[config.mk]
export PLATFORM = sky130hd
export DESIGN_NAME = irq_vec_resolver
export DESIGN_NICKNAME = d
export VERILOG_FILES = /design/src/rtl/irq_res_pkg.sv /design/src/rtl/irq_prio_pick.sv /design/src/rtl/irq_vec_state.sv /design/src/rtl/irq_deliver_gate.sv /design/src/rtl/irq_vec_resolver.sv
export SDC_FILE = /design/constraint.sdc
export NUM_CORES = 2
export LEC_CHECK = 0
export BUFFER_PORTS_ARGS = -buffer_cell sky130_fd_sc_hd__buf_4
export CORE_MARGIN = 5
export CORE_UTILIZATION = 35
export CTS_CLUSTER_DIAMETER = 200
export DETAILED_ROUTE_END_ITERATION = 12
export GPL_TIMING_DRIVEN = 0
export SLEW_MARGIN = 20
export SYNTH_ARGS = -nofsm -noshare
export SYNTH_HDL_FRONTEND = slang
export SYNTH_SLANG_ARGS = --single-unit
[constraint.sdc]
create_clock -name clk -period 13.95 [get_ports clk]
set_input_delay 4.185 -clock clk [delete_from_list [all_inputs] [get_ports clk]]
set_output_delay 4.185 -clock clk [all_outputs]
set_load 0.02 [all_outputs]
[src/rtl/irq_res_pkg.sv]
package irq_res_pkg;
   localparam int unsigned VEC_W = 8;
   localparam int unsigned CLS_W = 4;
   localparam int unsigned KEY_W = VEC_W + 1;
   localparam int unsigned LVL_W = CLS_W + 1;

   typedef logic [VEC_W-1:0] vec_t;
   typedef logic [CLS_W-1:0] cls_t;
   typedef logic [KEY_W-1:0] key_t;
   typedef logic [LVL_W-1:0] lvl_t;

   localparam vec_t SPECIAL_LIM = vec_t'(16);
   localparam vec_t NMI_VEC     = vec_t'(2);
   localparam vec_t IDLE_VEC    = vec_t'(15);

   function automatic cls_t class_of(vec_t v);
      return v[VEC_W-1 -: CLS_W];
   endfunction

   function automatic logic [CLS_W-1:0] special_rank(vec_t v);
      return (v == NMI_VEC) ? {CLS_W{1'b1}} : v[CLS_W-1:0];
   endfunction

   // Total order: larger key wins
   function automatic key_t prio_key(vec_t v);
      if (v < SPECIAL_LIM)
         return {1'b1, {(VEC_W-CLS_W){1'b0}}, special_rank(v)};
      return {1'b0, v};
   endfunction

   // Nesting level: class for normal vectors, above all classes for specials
   function automatic lvl_t level_of(vec_t v);
      if (v < SPECIAL_LIM)
         return {1'b1, special_rank(v)};
      return {1'b0, class_of(v)};
   endfunction
endpackage

[src/rtl/irq_prio_pick.sv]
module irq_prio_pick
   import irq_res_pkg::*;
#(
   parameter int unsigned N        = 256,
   parameter bit          USE_TREE = 1'b1
)(
   input  logic [N-1:0] set_i,
   output logic         found_o,
   output vec_t         vec_o
);
   localparam int unsigned NODES = 2 * N;

   if (N < 2 || N > (1 << VEC_W) || (N & (N - 1)) != 0) begin : g_bad_n
      $error("irq_prio_pick: N must be a power of two within the vector space");
   end

   if (USE_TREE) begin : g_tree
      logic node_v   [1:NODES-1];
      vec_t node_vec [1:NODES-1];

      for (genvar i = 0; i < N; i++) begin : g_leaf
         assign node_v[N+i]   = set_i[i];
         assign node_vec[N+i] = vec_t'(i);
      end

      for (genvar j = 1; j < N; j++) begin : g_node
         logic take_hi;
         assign take_hi = node_v[2*j+1] &&
                          (!node_v[2*j] ||
                           (prio_key(node_vec[2*j+1]) > prio_key(node_vec[2*j])));
         assign node_v[j]   = node_v[2*j] | node_v[2*j+1];
         assign node_vec[j] = take_hi ? node_vec[2*j+1] : node_vec[2*j];
      end

      assign found_o = node_v[1];
      assign vec_o   = node_vec[1];
   end else begin : g_linear
      always_comb begin
         found_o = 1'b0;
         vec_o   = '0;
         for (int k = 0; k < N; k++) begin
            if (set_i[k] && (!found_o || (prio_key(vec_t'(k)) > prio_key(vec_o)))) begin
               found_o = 1'b1;
               vec_o   = vec_t'(k);
            end
         end
      end
   end
endmodule

[src/rtl/irq_vec_state.sv]
module irq_vec_state
   import irq_res_pkg::*;
#(
   parameter int unsigned N = 256
)(
   input  logic         clk,
   input  logic         rst_n,
   input  logic         req_valid,
   input  vec_t         req_vec,
   input  logic         ack_fire,
   input  vec_t         ack_vec,
   input  logic         eoi,
   input  logic         isv_found,
   input  vec_t         isv_top,
   output logic [N-1:0] pend_o,
   output logic [N-1:0] isv_o
);
   logic [N-1:0] pend_q, pend_d;
   logic [N-1:0] isv_q, isv_d;

   // Order matters: clears first, then sets, so a same-edge set wins
   always_comb begin
      pend_d = pend_q;
      isv_d  = isv_q;
      if (eoi && isv_found)
         isv_d[isv_top] = 1'b0;
      if (ack_fire) begin
         pend_d[ack_vec] = 1'b0;
         isv_d[ack_vec]  = 1'b1;
      end
      if (req_valid && (req_vec != IDLE_VEC))
         pend_d[req_vec] = 1'b1;
   end

   always_ff @(posedge clk) begin
      if (!rst_n) begin
         pend_q <= '0;
         isv_q  <= '0;
      end else begin
         pend_q <= pend_d;
         isv_q  <= isv_d;
      end
   end

   assign pend_o = pend_q;
   assign isv_o  = isv_q;


   ack_moves_chk: assert property (@(posedge clk) disable iff (!rst_n)
      ack_fire && !(req_valid && req_vec == ack_vec)
      |=> isv_q[$past(ack_vec)] && !pend_q[$past(ack_vec)]);


   idle_req_chk: assert property (@(posedge clk) disable iff (!rst_n)
      req_valid && req_vec == IDLE_VEC |=> !pend_q[IDLE_VEC]);


   eoi_retire_chk: assert property (@(posedge clk) disable iff (!rst_n)
      eoi && isv_found && !(ack_fire && ack_vec == isv_top)
      |=> !isv_q[$past(isv_top)]);
endmodule

[src/rtl/irq_deliver_gate.sv]
module irq_deliver_gate
   import irq_res_pkg::*;
(
   input  logic pend_found,
   input  vec_t pend_vec,
   input  logic isv_found,
   input  vec_t isv_vec,
   input  cls_t mask_cls,
   input  logic mask_all,
   output logic deliver_ok
);
   logic is_nmi, is_special, above_isv, unmasked;

   always_comb begin
      is_nmi     = (pend_vec == NMI_VEC);
      is_special = (pend_vec < SPECIAL_LIM);
      above_isv  = !isv_found || (level_of(pend_vec) > level_of(isv_vec));
      if (mask_all)
         unmasked = 1'b0;
      else if (is_special)
         unmasked = 1'b1;
      else
         unmasked = class_of(pend_vec) > mask_cls;
      deliver_ok = pend_found && (is_nmi || (above_isv && unmasked));
   end
endmodule

[src/rtl/irq_vec_resolver.sv]
module irq_vec_resolver
   import irq_res_pkg::*;
#(
   parameter int unsigned VEC_BITS = 8,
   parameter bit          USE_TREE = 1'b1
)(
   input  logic                clk,
   input  logic                rst_n,
   input  logic                req_valid,
   input  logic [VEC_BITS-1:0] req_vec,
   input  logic                ack,
   input  logic                eoi,
   input  logic [3:0]          mask_cls,
   input  logic                mask_all,
   output logic [VEC_BITS-1:0] vec_out
);
   localparam int unsigned N = 1 << VEC_BITS;

   if (VEC_BITS != VEC_W) begin : g_bad_w
      $error("irq_vec_resolver: VEC_BITS must match the package vector width");
   end

   cls_t         mask_cls_q;
   logic         mask_all_q;
   logic [N-1:0] pend, isv;
   logic         pend_found, isv_found, deliver_ok, ack_fire;
   vec_t         pend_best, isv_best;

   always_ff @(posedge clk) begin
      if (!rst_n) begin
         mask_cls_q <= '0;
         mask_all_q <= 1'b0;
      end else begin
         mask_cls_q <= mask_cls;
         mask_all_q <= mask_all;
      end
   end

   assign ack_fire = ack && (vec_out != IDLE_VEC);

   irq_vec_state #(.N(N)) u_state (
      .clk       (clk),
      .rst_n     (rst_n),
      .req_valid (req_valid),
      .req_vec   (req_vec),
      .ack_fire  (ack_fire),
      .ack_vec   (vec_out),
      .eoi       (eoi),
      .isv_found (isv_found),
      .isv_top   (isv_best),
      .pend_o    (pend),
      .isv_o     (isv)
   );

   irq_prio_pick #(.N(N), .USE_TREE(USE_TREE)) u_pick_pend (
      .set_i   (pend),
      .found_o (pend_found),
      .vec_o   (pend_best)
   );

   irq_prio_pick #(.N(N), .USE_TREE(USE_TREE)) u_pick_isv (
      .set_i   (isv),
      .found_o (isv_found),
      .vec_o   (isv_best)
   );

   irq_deliver_gate u_gate (
      .pend_found (pend_found),
      .pend_vec   (pend_best),
      .isv_found  (isv_found),
      .isv_vec    (isv_best),
      .mask_cls   (mask_cls_q),
      .mask_all   (mask_all_q),
      .deliver_ok (deliver_ok)
   );

   always_ff @(posedge clk) begin
      if (!rst_n)
         vec_out <= IDLE_VEC;
      else
         vec_out <= deliver_ok ? pend_best : IDLE_VEC;
   end


   nmi_first_chk: assert property (@(posedge clk) disable iff (!rst_n)
      pend[NMI_VEC] |=> vec_out == NMI_VEC);


   mask_all_chk: assert property (@(posedge clk) disable iff (!rst_n)
      mask_all_q && !pend[NMI_VEC] |=> vec_out == IDLE_VEC);


   mask_cls_chk: assert property (@(posedge clk) disable iff (!rst_n)
      vec_out >= SPECIAL_LIM |-> class_of(vec_out) > $past(mask_cls_q));


   ack_idle_chk: assert property (@(posedge clk) disable iff (!rst_n)
      ack && vec_out == IDLE_VEC && !req_valid && !eoi |=> $stable(pend) && $stable(isv));
endmodule

After elaboration in Yosys (flattened, before gate mapping)
Index checks and enable logic that the tools add are counted.
W data, S select, Z words.
{"block": "op_classes", "reduce_logical": 778, "muxes": 2562, "eq_ne": 512, "bitwise_logic": 516, "order_cmp": 772}
{"operator": "$mux W9", "n": 1016}
{"operator": "$gt A9 B9 Y1", "n": 254}
{"operator": "$eq A8 B2 Y1 const B", "n": 256}
{"operator": "$lt A8 B5 Y1 const B", "n": 256}
{"operator": "$mux W4", "n": 318}
{"operator": "$mux W256", "n": 4}
{"operator": "$eq A7 B2 Y1 const B", "n": 128}
{"operator": "$lt A7 B5 Y1 const B", "n": 128}
{"operator": "$mux W1", "n": 803}
{"operator": "$mux W3", "n": 192}
{"operator": "$and A256 B256 Y256", "n": 2}
{"operator": "$not A256 Y256", "n": 2}
{"operator": "$or A256 B256 Y256", "n": 2}
{"operator": "$or A1 B1 Y1", "n": 510}
{"operator": "$eq A6 B2 Y1 const B", "n": 64}
{"operator": "$lt A6 B5 Y1 const B", "n": 64}
{"operator": "$mux W2", "n": 192}
{"operator": "$logic_and A1 B1 Y1", "n": 264}
{"operator": "$logic_not A1 Y1", "n": 257}
{"operator": "$logic_or A1 B1 Y1", "n": 256}
{"operator": "$eq A5 B2 Y1 const B", "n": 32}
{"operator": "$lt A5 B5 Y1 const B", "n": 32}
{"operator": "$mux W5", "n": 20}
{"operator": "$lt A4 B5 Y1 const B", "n": 16}
{"operator": "other kinds (17)", "n": 72}
{"block": "totals", "ff_bits": 525, "word_cells": 5145}

Logic depth before layout (Yosys ltp)
{"block": "depth", "depth_word": 69, "depth_mapped": 25, "depth_no_buf": 25}

Modules after synthesis
A second synthesis with hierarchy kept.
{"block": "unflattened", "cells_unflattened": 3335, "area_unflattened_um2": 27626.5}
{"module": "irq_vec_state", "cells_each": 2191, "area_each_um2": 20455.9, "n_inst": 1}
{"module": "irq_prio_pick at u_pick_isv", "cells_each": 533, "area_each_um2": 3224.3, "n_inst": 1}
{"module": "irq_prio_pick at u_pick_pend", "cells_each": 525, "area_each_um2": 3168.0, "n_inst": 1}
{"module": "irq_deliver_gate", "cells_each": 56, "area_each_um2": 406.6, "n_inst": 1}
{"module": "irq_vec_resolver", "cells_each": 30, "area_each_um2": 371.6, "n_inst": 1}

Worst setup path before layout
No wires, ideal clock.
{"block": "synth_timing", "path_kind": "input to register", "startpoint": "in req_vec[7]", "endpoint": "reg u_state.pend_q[12] (netlist: u_state.pend_o[12])", "path_stages": 5, "t_required_ps": 13884, "t_arrival_ps": 5750, "path_buffers": 1, "slack_ps": 8135, "path_cell_list": "or3b_2 > nor4_1 > clkbuf_1 > a22oi_1 > nor2b_1"}
{"block": "synth_between", "elab_chain_len": 6, "elab_cells_between_ends": 9}
{"element": "start, declared", "line_no": "irq_vec_resolver.sv:10", "source": "input logic [VEC_BITS-1:0] req_vec,"}
{"element": "$lt A8 B9 Y1 (not written as such) / $ge A8 B1 Y1 (equally long branches)", "line_no": "irq_vec_state.sv:32", "source": "pend_d[req_vec] = 1'b1;"}
{"element": "$logic_and A1 B1 Y1 (not written as such)", "line_no": "irq_vec_state.sv:32"}
{"element": "$mux W1 (not written as such)", "line_no": "irq_vec_state.sv:32"}
{"element": "$demux W1 S8"}
{"element": "$or A256 B256 Y256 (no line)"}
{"element": "$mux W256 (*)", "line_no": "irq_vec_state.sv:31", "source": "if (req_valid && (req_vec != IDLE_VEC))"}
{"element": "end signal, assigned", "line_no": "irq_vec_state.sv:40", "source": "pend_q <= pend_d;"}
{"element": "end, declared", "line_no": "irq_vec_state.sv:18", "source": "logic [N-1:0] pend_q, pend_d;"}
Mark *: on every way between the ends. The rest lies on a longest branch, timed or not.
A chain may end at the register's enable or synchronous reset.

Worst setup path in the final report
{"block": "layout_timing", "startpoint": "reg u_state.pend_q[249] (netlist: u_state.pend_o[249])", "endpoint": "reg vec_out[6]"}
{"block": "layout_between", "elab_chain_len": 67, "elab_cells_between_ends": 96}
{"element": "branches (longest 55 deep; another with $gt A9 B9 Y1)"}
{"element": "$logic_and A1 B1 Y1 (*)", "line_no": "irq_prio_pick.sv:28", "source": "assign take_hi = node_v[2*j+1] &&"}
{"element": "$mux W8 (*)", "line_no": "irq_prio_pick.sv:32", "source": "assign node_vec[j] = take_hi ? node_vec[2*j+1] : node_vec[2*j];"}
{"element": "via pend_best[7]", "line_no": "irq_vec_resolver.sv:27", "source": "vec_t pend_best, isv_best;"}
{"element": "branches (longest 7 deep; another with $lt A8 B5 Y1)"}
{"element": "$logic_or A1 B1 Y1 (*)", "line_no": "irq_deliver_gate.sv:24", "source": "deliver_ok = pend_found && (is_nmi || (above_isv && unmasked));"}
{"element": "$logic_and A1 B1 Y1 (*)", "line_no": "irq_deliver_gate.sv:24"}
{"element": "$reduce_and A2 Y1 (no line) (*)"}
{"element": "end signal, assigned", "line_no": "irq_vec_resolver.sv:81", "source": "vec_out <= deliver_ok ? pend_best : IDLE_VEC;"}
{"element": "end, declared", "line_no": "irq_vec_resolver.sv:15", "source": "output logic [VEC_BITS-1:0] vec_out"}
Mark *: on every way through the listed nets, which the timed path passes. The select of a mux whose other input is x is not followed.

==> results.cfg <==
[run_status]
status = complete, no violations

[timing]
fmax_ghz = 0.164
setup_slack_ns = 7.86
setup_viol = 0
setup_tns_ns = 0
final.setup_skew_ns = 0.0526
slew_headroom_pct = 9.19
rsz0062_at_grt = no
slew_viol_final = 0
hold_viol = 0
min_period_ns = 6.09
whs_ns = 0.487
tightest_slew_ns = 1.36
finalCritPeriodShare_pct = 43.6

[critical_path]
critPathMaxFanout = 10
crit_type = reg -> reg
critPathLaunchType = flip-flop
required_ns = 14.54
cp.arrival_ns = 6.68
end_kind = flip-flop

[detailed_routing]
drtPass1Iterations = 8
vias = 30700
drc_errors = 0
via_per_inst = 6.42
wl_per_cell_um = 29.1
postRouteAntennaNets = 0
first_iter_violations = 5004
wl_um = 139000

[logic_synthesis]
syn-instance-count = 3569
syn_area_per_cell_um2 = 7.61
synth.distinct_cells = 76
ys_async_sr_fraction_pct = 0
synth_edf_count = 0
yosysSeqAreaShare_pct = 38.7
yosysWarningCount = 0
syn_nets = 3600
synth-seq-cells = 525
netlist_area_um2 = 27200
synth_flop_cell = dfxtp_1

[finish]
drive_gt1_share_pct = 8.28
final_common_cell = dfxtp_1
fin_nets = 3713
fin_util_pct = 40.5
fillers = 8052
syn_to_final_growth_pct = 15.2
mostFrequentLayoutCells = dfxtp_1 (525), nor2_1 (478), nand2_1 (368), o21ai_0 (315), nor2b_1 (304)

[global_route]
grt_max_degree = 17
grt_antenna_before_repair = 3
track_usage_pct = 31.8
grt_overflow_total = 0
grt_pass1_wl_um = 195000
grt_pass1_vias = 27900

[min_path]
hold_path.class = reg -> reg

[placed_design]
pre_cts_ws_ns = 7.31
place_congestion = 1.07
port_buffers = 25
dpl.hpwl_um = 99300

[clock_network]
cts_root_buffer = clkbuf_16
clk_pin_slew_worst_paths_ns = 0.06
cts_htree_levels = 2
clock_latency_ns = 0.68
hold_buffers = 0
cts_num_sinks = 525
post_cts_buffers = 0
cts_tree = yes
cts_resized = 0
clockBufferDepth = 3
cts_buffers = 60

[power]
irDropWorstVdd_v = 0.000116
leakage_nw = 10.3
power_mw = 3.92
p_per_area_nw_per_um2 = 125

[floorplanning]
start_util_pct = 35.2
io_pins = 26
dieArea_um2 = 83300
die_w_um = 289
die_y_um = 289
placement_rows = 102
core_area_um2 = 77200

[job]
cap_violations = 0
[path summary, 6_finish.rpt]
check | startpoint | end | slack, ns | cells after the start
max | u_state.pend_o[249] | vec_out[6] | 7.86 | 18
min reg2reg | u_state.isv_o[15] | u_state.isv_o[15] | 0.49 | 2
max reg2reg | u_state.pend_o[249] | vec_out[6] | 7.86 | 18
min | u_state.isv_o[15] | u_state.isv_o[15] | 0.49 | 2
[kinds of logic after synthesis]
kind of cell	after synthesis	synth area share (%)
compound gates	1165	27.8
fa+ha+maj	13	0.599
buf+inv	287	4.09
flops	525	38.7
mux	2	0.0737
simple gates	1577	28.8
[per-stage QoR]
stage,std cells,cell area (µm²)
after floorplan,3569,27200
after global placement,4634,28600
after detailed placement,4660,29100
after CTS,4772,31300
after global routing,4772,31300
final,4773,31300
[final cells by class]
cell class | instances | area, µm² | share of cell area [%]
sequential | 525 | 10500 | 33.6
clock buffer | 80 | 1690 | 5.39
antenna | 1 | 2.50 | 0.00800
tap | 1040 | 1300 | 4.16
buffer | 192 | 795 | 2.54
multi-input combinational | 2757 | 15700 | 50.1
timing repair buffer | 51 | 469 | 1.50
inverter | 95 | 357 | 1.14
clock inverter | 32 | 500 | 1.60
[worst max-delay path, stage by stage, from the launching register on]
cell and delay, ns:
dfxtp_1 0.34, nor4_1 0.67, nand4_1 0.45, nor4_1 1.00, nand2_1 0.11, nand2_1 0.24, inv_1 0.16, clkbuf_1 0.34
a31oi_1 0.75, ha_1 0.23, nor2b_1 0.12, o21ai_0 0.08, nand2b_1 0.07, a21oi_1 0.06, a41oi_1 0.36, o21ai_0 0.17
or3_1 0.41, o31ai_1 0.18, and2_1 0.25
[power breakdown]
part	switching, mW	leakage, nW	internal (mW)
logic	0.487	4.97	0.122
registers	0.0108	4.23	1.51
clock network	0.719	1.08	1.07
[cells in the mapped netlist, types with 7 or more instances]
cell type / count / area, µm²
and4_1: 8 / 70.1
nor3_1: 56 / 280
nor4_1: 133 / 832
a21oi_1: 101 / 505
nand4_1: 35 / 219
a2111oi_0: 17 / 149
a211oi_1: 14 / 105
buf_2: 27 / 135
inv_1: 95 / 357
a221oi_1: 14 / 123
o31ai_1: 42 / 315
o311ai_0: 7 / 61.3
or2_2: 11 / 68.8
nor2b_1: 304 / 1900
or4_1: 18 / 135
a31oi_1: 278 / 1740
a21o_1: 7 / 52.6
o211ai_1: 10 / 75.1
a22oi_1: 257 / 1930
and3_1: 7 / 43.8
o21bai_1: 13 / 97.6
a21boi_0: 11 / 82.6
o21ai_0: 315 / 1580
dfxtp_1: 525 / 10500
nor2_1: 489 / 1840
and2_1: 17 / 106
o221ai_1: 7 / 61.3
or3_1: 8 / 50.1
nor2_2: 14 / 87.6
nor3_2: 10 / 100
nand3_1: 28 / 140
nand2_1: 368 / 1380
ha_1: 13 / 163
clkbuf_1: 164 / 616
nand2b_1: 44 / 275
[flip-flops by register name, summed over array words and instances (netlist names)]
name            cells
u_state.isv_o     256
u_state.pend_o    256
vec_out             8
mask_cls_q          4
mask_all_q          1
[routing by layer]
layer,track usage (%),vias to the layer above,part of all wire (%)
li1,-,13400,-
met1,40.9,14400,38
met2,45.2,2281,40
met3,9.79,573,13
met4,22.0,4,8.6
met5,0,-,0.027
(Power assumes the default switching activity.)
